`config.mk`:
```
export PLATFORM = sky130hd
export DESIGN_NAME = vpf_access_filter
export DESIGN_NICKNAME = d
export VERILOG_FILES = /design/src/rtl/vpf_pkg.sv /design/src/rtl/vpf_sat_counter.sv /design/src/rtl/vpf_type_gate.sv /design/src/rtl/vpf_access_filter.sv
export SDC_FILE = /design/constraint.sdc
export NUM_CORES = 1
export LEC_CHECK = 0
export BUFFER_PORTS_ARGS = -buffer_cell sky130_fd_sc_hd__buf_2
export CAP_MARGIN = 40
export CORE_AREA = 2 2 39 41
export DETAILED_ROUTE_END_ITERATION = 10
export DIE_AREA = 0 0 41 43
export HOLD_SLACK_MARGIN = 0.02
export PLACE_DENSITY = 0.82
export SLEW_MARGIN = 10
export SYNTH_ARGS = -nofsm -noshare
export SYNTH_HDL_FRONTEND = slang
export SYNTH_SLANG_ARGS = --single-unit
```
`constraint.sdc`:
```
create_clock -name clk -period 2.2 [get_ports clk]
set_input_delay 0.11 -clock clk [delete_from_list [all_inputs] [get_ports clk]]
set_output_delay 0.11 -clock clk [all_outputs]
set_load 0.05 [all_outputs]
```
`src/rtl/vpf_pkg.sv`:
```
package vpf_pkg;

  // Operation classes carried with each instruction.
  typedef enum logic [2:0] {
    OPC_INT    = 3'd0,
    OPC_LOAD   = 3'd1,
    OPC_MULDIV = 3'd2,
    OPC_FP     = 3'd3,
    OPC_BRANCH = 3'd4,
    OPC_STORE  = 3'd5,
    OPC_NOP    = 3'd6,
    OPC_SYS    = 3'd7
  } opclass_e;

  localparam int OPC_W = 3;

  // Default set of classes that write a destination register.
  localparam logic [(1<<OPC_W)-1:0] RESULT_CLASSES = 8'h0F;

  // Per-counter update control.
  typedef struct packed {
    logic clr;  // wipe history (highest priority)
    logic en;   // outcome events apply
    logic up;   // step direction when enabled
  } cnt_ctl_t;

endpackage

```
`src/rtl/vpf_sat_counter.sv`:
```
module vpf_sat_counter
  import vpf_pkg::*;
#(
  parameter int W      = 2,
  parameter int THRESH = 2,
  parameter bit STICKY = 1'b0
) (
  input  logic [W-1:0] cnt_in,
  input  cnt_ctl_t     ctl,
  output logic [W-1:0] cnt_next,
  output logic         block
);

  localparam logic [W-1:0] CMAX = '1;
  localparam logic [W-1:0] THR  = W'(THRESH);

  logic hold;

  // Variant selection: a sticky counter freezes once full.
  generate
    if (STICKY) begin : g_sticky
      assign hold = (cnt_in == CMAX);
    end else begin : g_plain
      assign hold = 1'b0;
    end
  endgenerate

  always_comb begin
    cnt_next = cnt_in;
    if (ctl.clr) begin
      cnt_next = '0;
    end else if (ctl.en && !hold) begin
      if (ctl.up) begin
        if (cnt_in != CMAX) cnt_next = cnt_in + 1'b1;
      end else begin
        if (cnt_in != '0) cnt_next = cnt_in - 1'b1;
      end
    end
  end

  assign block = (cnt_in >= THR);

endmodule

```
`src/rtl/vpf_type_gate.sv`:
```
module vpf_type_gate
  import vpf_pkg::*;
#(
  parameter logic [(1<<OPC_W)-1:0] RESULT_MASK = RESULT_CLASSES
) (
  input  opclass_e cls,
  output logic     pass
);

  assign pass = RESULT_MASK[cls];

endmodule

```
`src/rtl/vpf_access_filter.sv`:
```
module vpf_access_filter
  import vpf_pkg::*;
#(
  parameter int QW       = 2,
  parameter int Q_THRESH = 2,
  parameter int UW       = 2,
  parameter int U_THRESH = 2,
  parameter int MW       = 3,
  parameter logic [(1<<OPC_W)-1:0] RESULT_MASK = RESULT_CLASSES
) (
  input  logic          clk,
  input  logic          rst,
  input  logic          in_valid,
  input  logic [2:0]    op_class,
  input  logic [QW-1:0] quick_cnt_in,
  input  logic [UW-1:0] unused_cnt_in,
  input  logic [MW-1:0] misp_cnt_in,
  input  logic          retire,
  input  logic          did_read,
  input  logic          ev_quick,
  input  logic          ev_unused,
  input  logic          ev_misp,
  input  logic          hist_clear,
  output logic          out_valid,
  output logic          rd_allow,
  output logic          wr_allow,
  output logic [QW-1:0] quick_cnt_out,
  output logic [UW-1:0] unused_cnt_out,
  output logic [MW-1:0] misp_cnt_out
);

  // Mispredict filter only blocks when fully saturated.
  localparam int M_THRESH = (1 << MW) - 1;

  logic          gate_pass;
  logic          q_blk, u_blk, m_blk;
  logic          upd_en, clr;
  logic          rd_ok;
  logic [QW-1:0] q_nxt;
  logic [UW-1:0] u_nxt;
  logic [MW-1:0] m_nxt;
  cnt_ctl_t      q_ctl, u_ctl, m_ctl;

  assign upd_en = in_valid & retire & did_read;
  assign clr    = in_valid & hist_clear;

  assign q_ctl = '{clr: clr, en: upd_en, up: ev_quick};
  assign u_ctl = '{clr: clr, en: upd_en, up: ev_unused};
  assign m_ctl = '{clr: clr, en: upd_en, up: ev_misp};

  vpf_type_gate #(.RESULT_MASK(RESULT_MASK)) u_gate (
    .cls  (opclass_e'(op_class)),
    .pass (gate_pass)
  );

  vpf_sat_counter #(.W(QW), .THRESH(Q_THRESH), .STICKY(1'b0)) u_quick (
    .cnt_in   (quick_cnt_in),
    .ctl      (q_ctl),
    .cnt_next (q_nxt),
    .block    (q_blk)
  );

  vpf_sat_counter #(.W(UW), .THRESH(U_THRESH), .STICKY(1'b0)) u_unused (
    .cnt_in   (unused_cnt_in),
    .ctl      (u_ctl),
    .cnt_next (u_nxt),
    .block    (u_blk)
  );

  vpf_sat_counter #(.W(MW), .THRESH(M_THRESH), .STICKY(1'b1)) u_misp (
    .cnt_in   (misp_cnt_in),
    .ctl      (m_ctl),
    .cnt_next (m_nxt),
    .block    (m_blk)
  );

  // A cleared history has no blocking counts; only the class gate remains.
  assign rd_ok = gate_pass & (clr | ~(q_blk | u_blk | m_blk));

  always_ff @(posedge clk) begin
    if (rst) begin
      out_valid      <= 1'b0;
      rd_allow       <= 1'b0;
      wr_allow       <= 1'b0;
      quick_cnt_out  <= '0;
      unused_cnt_out <= '0;
      misp_cnt_out   <= '0;
    end else begin
      out_valid      <= in_valid;
      rd_allow       <= in_valid & rd_ok;
      wr_allow       <= upd_en;
      quick_cnt_out  <= q_nxt;
      unused_cnt_out <= u_nxt;
      misp_cnt_out   <= m_nxt;
    end
  end

endmodule

```
Yosys cells after proc, flatten, opt, wreduce, memory -nomap -nowiden:

Memory sizes are Yosys's and may differ from the RTL's.
Index checks and enable logic that the tools add are counted.

* flip-flop bits (word level): 10
* ROM bits: 8
* memories: 1
* output and inout port bits: 10
* logic and storage cells: 49

Memory list
* (no name shown): depth 8, width 1, rd ports 1, clocked after memory_dff 0, wr ports 0, RTL line vpf_type_gate.sv:10 `assign pass = RESULT_MASK[cls];`

* bitwise logic cells: 9
* reductions and logical operators: 6
* magnitude comparators: 4
* equal/unequal tests: 4
* mux-type cells: 13
* add/sub/neg operators: 6

Operators by type and width (number)
* 2-bit 2-to-1 mux: 8
* 3-bit 2-to-1 mux: 4
* 1-bit AND: 5
* 2-bit by 1-bit adder with 2-bit output (second input constant): 2
* 2-bit >= comparator (second input constant): 2
* 3-bit by 4-bit less-than comparator with 1-bit output (second input constant): 1
* 2-bit inequality test (second input constant): 2
* 2-bit nonzero test: 2
* 2-bit by 1-bit subtractor with 2-bit output (second input constant): 2
* 3-bit by 1-bit adder with 3-bit output (second input constant): 1
* 3-bit == test (second input constant): 1
* 3-bit >= comparator (second input constant): 1
* 3-bit inequality test (second input constant): 1
* 1-bit bitwise OR: 3
* 3-bit nonzero test: 1
* 3-bit by 1-bit subtractor with 3-bit output (second input constant): 1
* 2-bit OR reduction: 1
* 1-bit logical AND: 1
* 1-bit zero test: 1
* 1-bit 2-to-1 mux: 1
* 1-bit inverter: 1

Logic depth before layout (Yosys ltp):

Gate-level depths: netlist of run 1.

* depth in word-level cells: 7
* depth in mapped cells: 5

Cells and area by module:

From an unflattened synthesis of run 1, not the netlist that was laid out.

* cells, all modules: 69
* area total of the unflattened synthesis: 578.1 um^2

Modules (own cells, without submodules)
* vpf_access_filter: cells an instance 23, sequential area each 200.2 um^2, times used 1, area each 287.8 um^2
* vpf_sat_counter at u_misp: cells an instance 25, sequential area each 0.0 um^2, times used 1, area each 171.4 um^2
* vpf_sat_counter at u_quick ...: cells an instance 10, sequential area each 0.0 um^2, times used 2, area each 57.6 um^2
* vpf_type_gate: cells an instance 1, sequential area each 0.0 um^2, times used 1, area each 3.8 um^2

Least setup slack after synthesis of run 1:

OpenSTA, ideal clock, no wires.

* path type: input-to-reg
* from: input port misp_cnt_in[0]
* to: register rd_allow
* data arrival time: 1060 ps
* library setup time: 103 ps
* stages on the path: 4
* data required time: 2097 ps
* setup slack: 1037 ps
* cell sequence: ha_1 > a21o_1 > a211o_1 > a2111oi_2

* longest elaborated chain between the ends: 6

Ends and longest elaborated chain
* from (decl): RTL line vpf_access_filter.sv:17 `input logic [MW-1:0] misp_cnt_in,`
* 3-bit >= comparator: RTL line vpf_sat_counter.sv:41 `assign block = (cnt_in >= THR);`
* 1-bit bitwise OR: RTL line vpf_access_filter.sv:78 `assign rd_ok = gate_pass & (clr | ~(q_blk | u_blk | m_blk));`
* 1-bit inverter: RTL line vpf_access_filter.sv:78
* 1-bit bitwise OR: RTL line vpf_access_filter.sv:78
* 1-bit AND: RTL line vpf_access_filter.sv:78
* 1-bit AND: RTL line vpf_access_filter.sv:90 `rd_allow <= in_valid & rd_ok;`
* to (signal assigned): RTL line vpf_access_filter.sv:90
* to (decl): RTL line vpf_access_filter.sv:25 `output logic rd_allow,`

No other way between the ends.
A chain may end at the register's enable or synchronous reset.

Worst setup path after layout of run 1:

Same ends and word-level chain as after synthesis.

==> impl_metrics.ini, run 1 <==
[yosys]
synth_fa_ha_area_frac = 0.0694
synth_edf_count = 0
synth_fp_nets = 82
syn_inst = 60
ys_top_cells_by_count = dfxtp_1, a21oi_1, inv_1
synth_area_um2 = 541
synth-simple-area-share = 0.213
synth_area_leaders = dfxtp_1, ha_1, a21oi_1
synth_mux_area_frac = 0.0370
yosysTopAreaCellShare = 0.370
synth_top_family_by_area = compound AO/OA/AOI/OAI gates
synthXorXnorAreaFrac = 0
ys_types = 23
post-synth-top-count-cell = dfxtp_1
synth.avg_cell_area_um2 = 9.01
synth_async_sr_flop_share = 0
synth_ff_type = dfxtp_1
synth_compound_area_frac = 0.275
synth-seq-area-share = 0.370
synth_warnings = 0
synth.largest_area_cell = dfxtp_1
synth-seq-cells = 10

[detailed_routing]
drt_iter0_markers = 11
wirelength_um = 1270
dr_total_vias = 574
wl_per_cell_um = 12.0
ant_nets = 0
drt_first_pass_iters = 4
drc = 0
viasPerCell = 5.42

[worst_hold_path]
hp-class = in2reg

[grt]
groute.usage.overall = 0.158
gr-total-overflow = 0
grt_pass1_vias = 478
antenna_found_initial = 0
grt_pass1_wl_um = 1810
grt_max_degree = 10

[power_and_ir_drop]
vdd_drop_max_mv = 0.224
leakage_uw = 0.000357
power_density_mw_per_mm2 = 594

[finish]
post-route-cell-area_um2 = 723
seq_area_um2 = 200
areaGrowthSynthToFinish_pct = 33.8
nFillCells = 135
multi_input_area_um2 = 322
utilization = 0.523
antennaDiodeCount = 0
nNetsFinal = 114
drive_gt1_frac = 0.344

[critical_path]
endpoint_kind = flip-flop
start_kind = input pin
path_class = in2reg
worstPathRequired_ns = 2.35
worstPathArrival_ns = 1.31
path_max_fanout = 4

[cts]
clockBufferDepth = 2
cts_tree = done
cts_setup_buffers = 0
clkSlewWorstSetupHoldPaths_ns = 0.06
h-tree-depth = 1
cts-resized-gates = 0
cts_made_buffers = 3
root_buffer = clkbuf_4
clock-sinks = 10

[floorplan]
core_area_mm2 = 0.00138
start_util = 0.391
ioPinCount = 29
dieArea_mm2 = 0.00176
die_y_um = 43
rows = 14
die_x_um = 41

[flow_run]
maxCapViolations = 0

[sta]
final_hold_viol_count = 0
tightest_slew_ns = 0.332
relSlewSlack = 0.776
min_period_over_period = 0.527
setup_violations = 0
slew_viol_final = 0
timing.final.ws_setup_ns = 1.04
finalSetupTns_ns = 0
rsz0062_at_grt = no
maxClockFrequency_ghz = 0.863
fin_crit_ns = 1.16

[place]
globalplace.congestion = 0.832
place_ws_ns = 0.786
hpwlAfterDp_um = 994
port_buffers = 26
placed_cell_area_um2 = 691

[outcome]
status = finished clean
routing by layer:
metal / track usage / vias up / part of all wire
li1: - / 291 / -
met1: 0.154 / 262 / 0.39
met2: 0.250 / 17 / 0.53
met3: 0.0471 / 4 / 0.054
met4: 0.140 / 0 / 0.032
met5: 0 / - / 0
registers in the layout, indices dropped and copies added (netlist names):
| signal | flops |
|---|---|
| quick_cnt_out | 2 |
| misp_cnt_out | 3 |
| unused_cnt_out | 2 |
| wr_allow | 1 |
| rd_allow | 1 |
| out_valid | 1 |
cell families (layout without fill, tap and decap cells):
family                   after synthesis  count (layout)
multiplexers                           2               2
buffers and inverters                  5              35
AO/OA/AOI/OAI                         21              21
AND/OR/NAND/NOR                       19              19
flip-flops                            10              10
adder cells (fa/ha/maj)                3               3
per-stage QoR:
stage | cells | power [uW] | hold WS (ns)
final | 106 | 430 | 0.0840
after CTS | 105 | 433 | 0.0224
after global routing | 106 | 458 | 0.0643
after detailed placement | 102 | 314 | 0.299
after global placement | 102 | 311 | 0.289
after floorplan | 60 | 272 | 0.177
final timing paths:
| kind | from | end | slack (ns) | cells after the start |
|---|---|---|---|---|
| worst max-delay path | misp_cnt_in[0] | rd_allow | 1.04 | 5 |
| worst min-delay path | rst | out_valid | 0.08 | 2 |
layout by cell type, fill, tap and decap left out, types with 2 or more instances in the layout:
master    instances
a21o_1            2
a21oi_1           5
a31oi_1           2
and2_1            2
and4_1            2
buf_2            26
clkbuf_4          3
dfxtp_1          10
ha_1              3
inv_1             5
mux2i_1           2
nand2b_1          3
nand3_1           3
nand3b_1          3
nor2_1            3
o21ai_0           4
o311ai_0          2
o31ai_1           2
power by group:
part / switching, uW / internal [uW]
Sequential: 2.09 / 192
Combinational: 79.1 / 39.2
Clock: 54.8 / 62.8
Total: 136 / 294
worst max-delay path: stages:
cell and delay [ns]:
buf_2 0.12, ha_1 0.22, a21o_1 0.16, a211o_1 0.31, a2111oi_2 0.38
layout make-up:
cell class | count | area share
clock buffers | 3 | 0.0311
well taps | 16 | 0.0277
flip-flops and latches | 10 | 0.277
multi-input cells | 45 | 0.445
inverters | 5 | 0.0260
repair buffers | 27 | 0.194
repair_timing:
action	4_1_cts	5_1_grt
endpoints found under the setup margin	0	0
endpoints found under the hold margin	0	1
hold buffers	0	1
Power figures use the tool's default switching activity.
==> run 2: changes to the inputs <==
==> constraint.sdc (replaced) <==
create_clock -name clk -period 1.1 [get_ports clk]
set_input_delay 0.055 -clock clk [delete_from_list [all_inputs] [get_ports clk]]
set_output_delay 0.055 -clock clk [all_outputs]
set_load 0.05 [all_outputs]
==> run 2 against run 1 <==
  * Global-route usage is 1.4 points higher
  * Power is 120% higher
  * Setup slack worse by 0.95 ns
  * Critical path type unchanged
  * Non-clock buffer count is 8 higher
  * Critical endpoint is now misp_cnt_out[1]
  * Clock power grew to 2.7 times the previous value
  * Wire length is 3.9% higher
  * Final cell count is 8.5% higher
==> impl_metrics.ini, run 2 (synthesis gave the netlist of run 1 again) <==
[power_and_ir_drop]
power_density_mw_per_mm2 = 1190
seqPwrFrac = 0.402
leakage_uw = 0.000402
power_frac_clock = 0.329
switching_share = 0.294
vdd_drop_max_mv = 0.503
combPwrFrac = 0.269
p_int_uw = 680
power_uw = 964
switching_power_uw = 284

[cts]
cts_made_buffers = 3
h-tree-depth = 1
clockBufferDepth = 2
cts_tree = done
root_buffer = clkbuf_4
cts_setup_buffers = 0
clock-sinks = 10
clkSlewWorstSetupHoldPaths_ns = 0.06

[sta]
setup_violations = 0
holdWs_ns = 0.0345
slew_viol_final = 0
relSlewSlack = 0.767
rsz0062_at_grt = no
final_hold_viol_count = 0
maxClockFrequency_ghz = 0.993
fin_crit_ns = 1.01
min_period_over_period = 0.915
tightest_slew_ns = 0.346
finalSetupTns_ns = 0

[floorplan]
ioPinCount = 29
die_y_um = 43
rows = 14
core_area_mm2 = 0.00138
dieArea_mm2 = 0.00176
start_util = 0.391
die_x_um = 41

[grt]
grt_pass1_vias = 531
antenna_found_initial = 0
grt_pass1_wl_um = 2070
groute.usage.overall = 0.173
gr-total-overflow = 0
grt_max_degree = 8

[detailed_routing]
drt_first_pass_iters = 6
drt_iter0_markers = 16
wl_per_cell_um = 11.5
ant_nets = 0
dr_total_vias = 610
drc = 0
viasPerCell = 5.30
wirelength_um = 1320

[finish]
multi_input_area_um2 = 327
post-route-cell-area_um2 = 807
drive_gt1_frac = 0.394
largest_reg_flops = 3
seq_area_um2 = 200
antennaDiodeCount = 0
areaGrowthSynthToFinish_pct = 49.3
nFillCells = 119
layout_common_cells = buf_2, dfxtp_1, buf_4
final_common_cell = buf_2
largest_register = misp_cnt_out
nNetsFinal = 122
reg.largest.list = misp_cnt_out x3, quick_cnt_out x2, unused_cnt_out x2

[place]
hpwlAfterDp_um = 1060
placed_cell_area_um2 = 736
globalplace.congestion = 0.834
port_buffers = 26

[critical_path]
slowest_stage = o311ai_0
endpoint_kind = flip-flop
cpPeakStageDelay_ns = 0.32
path_max_fanout = 3
path_delay_family = compound AO/OA/AOI/OAI gates
worstPathRequired_ns = 1.22
crit_buf_inv = 3
cp_cell_sequence = buf_2 -> buf_4 -> inv_1 -> ha_1 -> nor3b_2 -> o311ai_0 -> o31ai_1
path_class = in2reg
worstPathArrival_ns = 1.13
start_kind = input pin

[outcome]
status = finished clean

[flow_run]
maxCapViolations = 0

[worst_hold_path]
hp-class = in2reg
-- run 2: cell count changes in the layout (fill, tap and decap cells not counted), sizes merged --
cell and delta:
dlygate4sd3 +2, buf +6, clkbuf +1
-- run 2: layer usage --
| metal | vias to the layer above | share of wire | global-route usage |
|---|---|---|---|
| li1 | 305 | - | - |
| met1 | 272 | 0.42 | 0.215 |
| met2 | 29 | 0.48 | 0.263 |
| met3 | 4 | 0.071 | 0.0157 |
| met4 | 0 | 0.030 | 0.120 |
| met5 | - | 0 | 0 |
-- run 2: final cells by class --
class,count,share of cell area
well taps,16,0.0248
inverters,5,0.0233
repair buffers,35,0.254
clock buffers,4,0.0450
multi-input cells,45,0.405
flip-flops and latches,10,0.248
-- run 2: metrics by stage --
| stage | util | std cells | setup WS, ns |
|---|---|---|---|
| 6_report | 0.583 | 115 | 0.0932 |
| 5_1_grt | 0.583 | 115 | 0.0256 |
| 4_1_cts | 0.580 | 115 | 0.108 |
| 3_5_place_dp | 0.532 | 108 | -0.150 |
| 3_3_place_gp | 0.532 | 108 | -0.136 |
| 2_1_floorplan | - | 60 | 0.0265 |
-- run 2: what timing repair did --
item,CTS,global route
endpoints found under the hold margin,2,0
gates resized for setup,0,1
setup endpoints to repair,0,1
hold buffers,3,0
-- run 2: final timing paths --
| path | from | to | slack (ns) | depth (start not counted) |
|---|---|---|---|---|
| worst max-delay path | misp_cnt_in[1] | misp_cnt_out[1] | 0.09 | 7 |
| worst min-delay path | rst | rd_allow | 0.03 | 2 |
-- run 2: power by group through the flow --
stage | clock (uW) | combinational (uW) | sequential (uW)
after floorplan | 0 | 70.5 | 474
after global placement | 0 | 244 | 395
after detailed placement | 0 | 247 | 396
after CTS | 322 | 257 | 388
after global routing | 351 | 279 | 391
final | 317 | 259 | 388
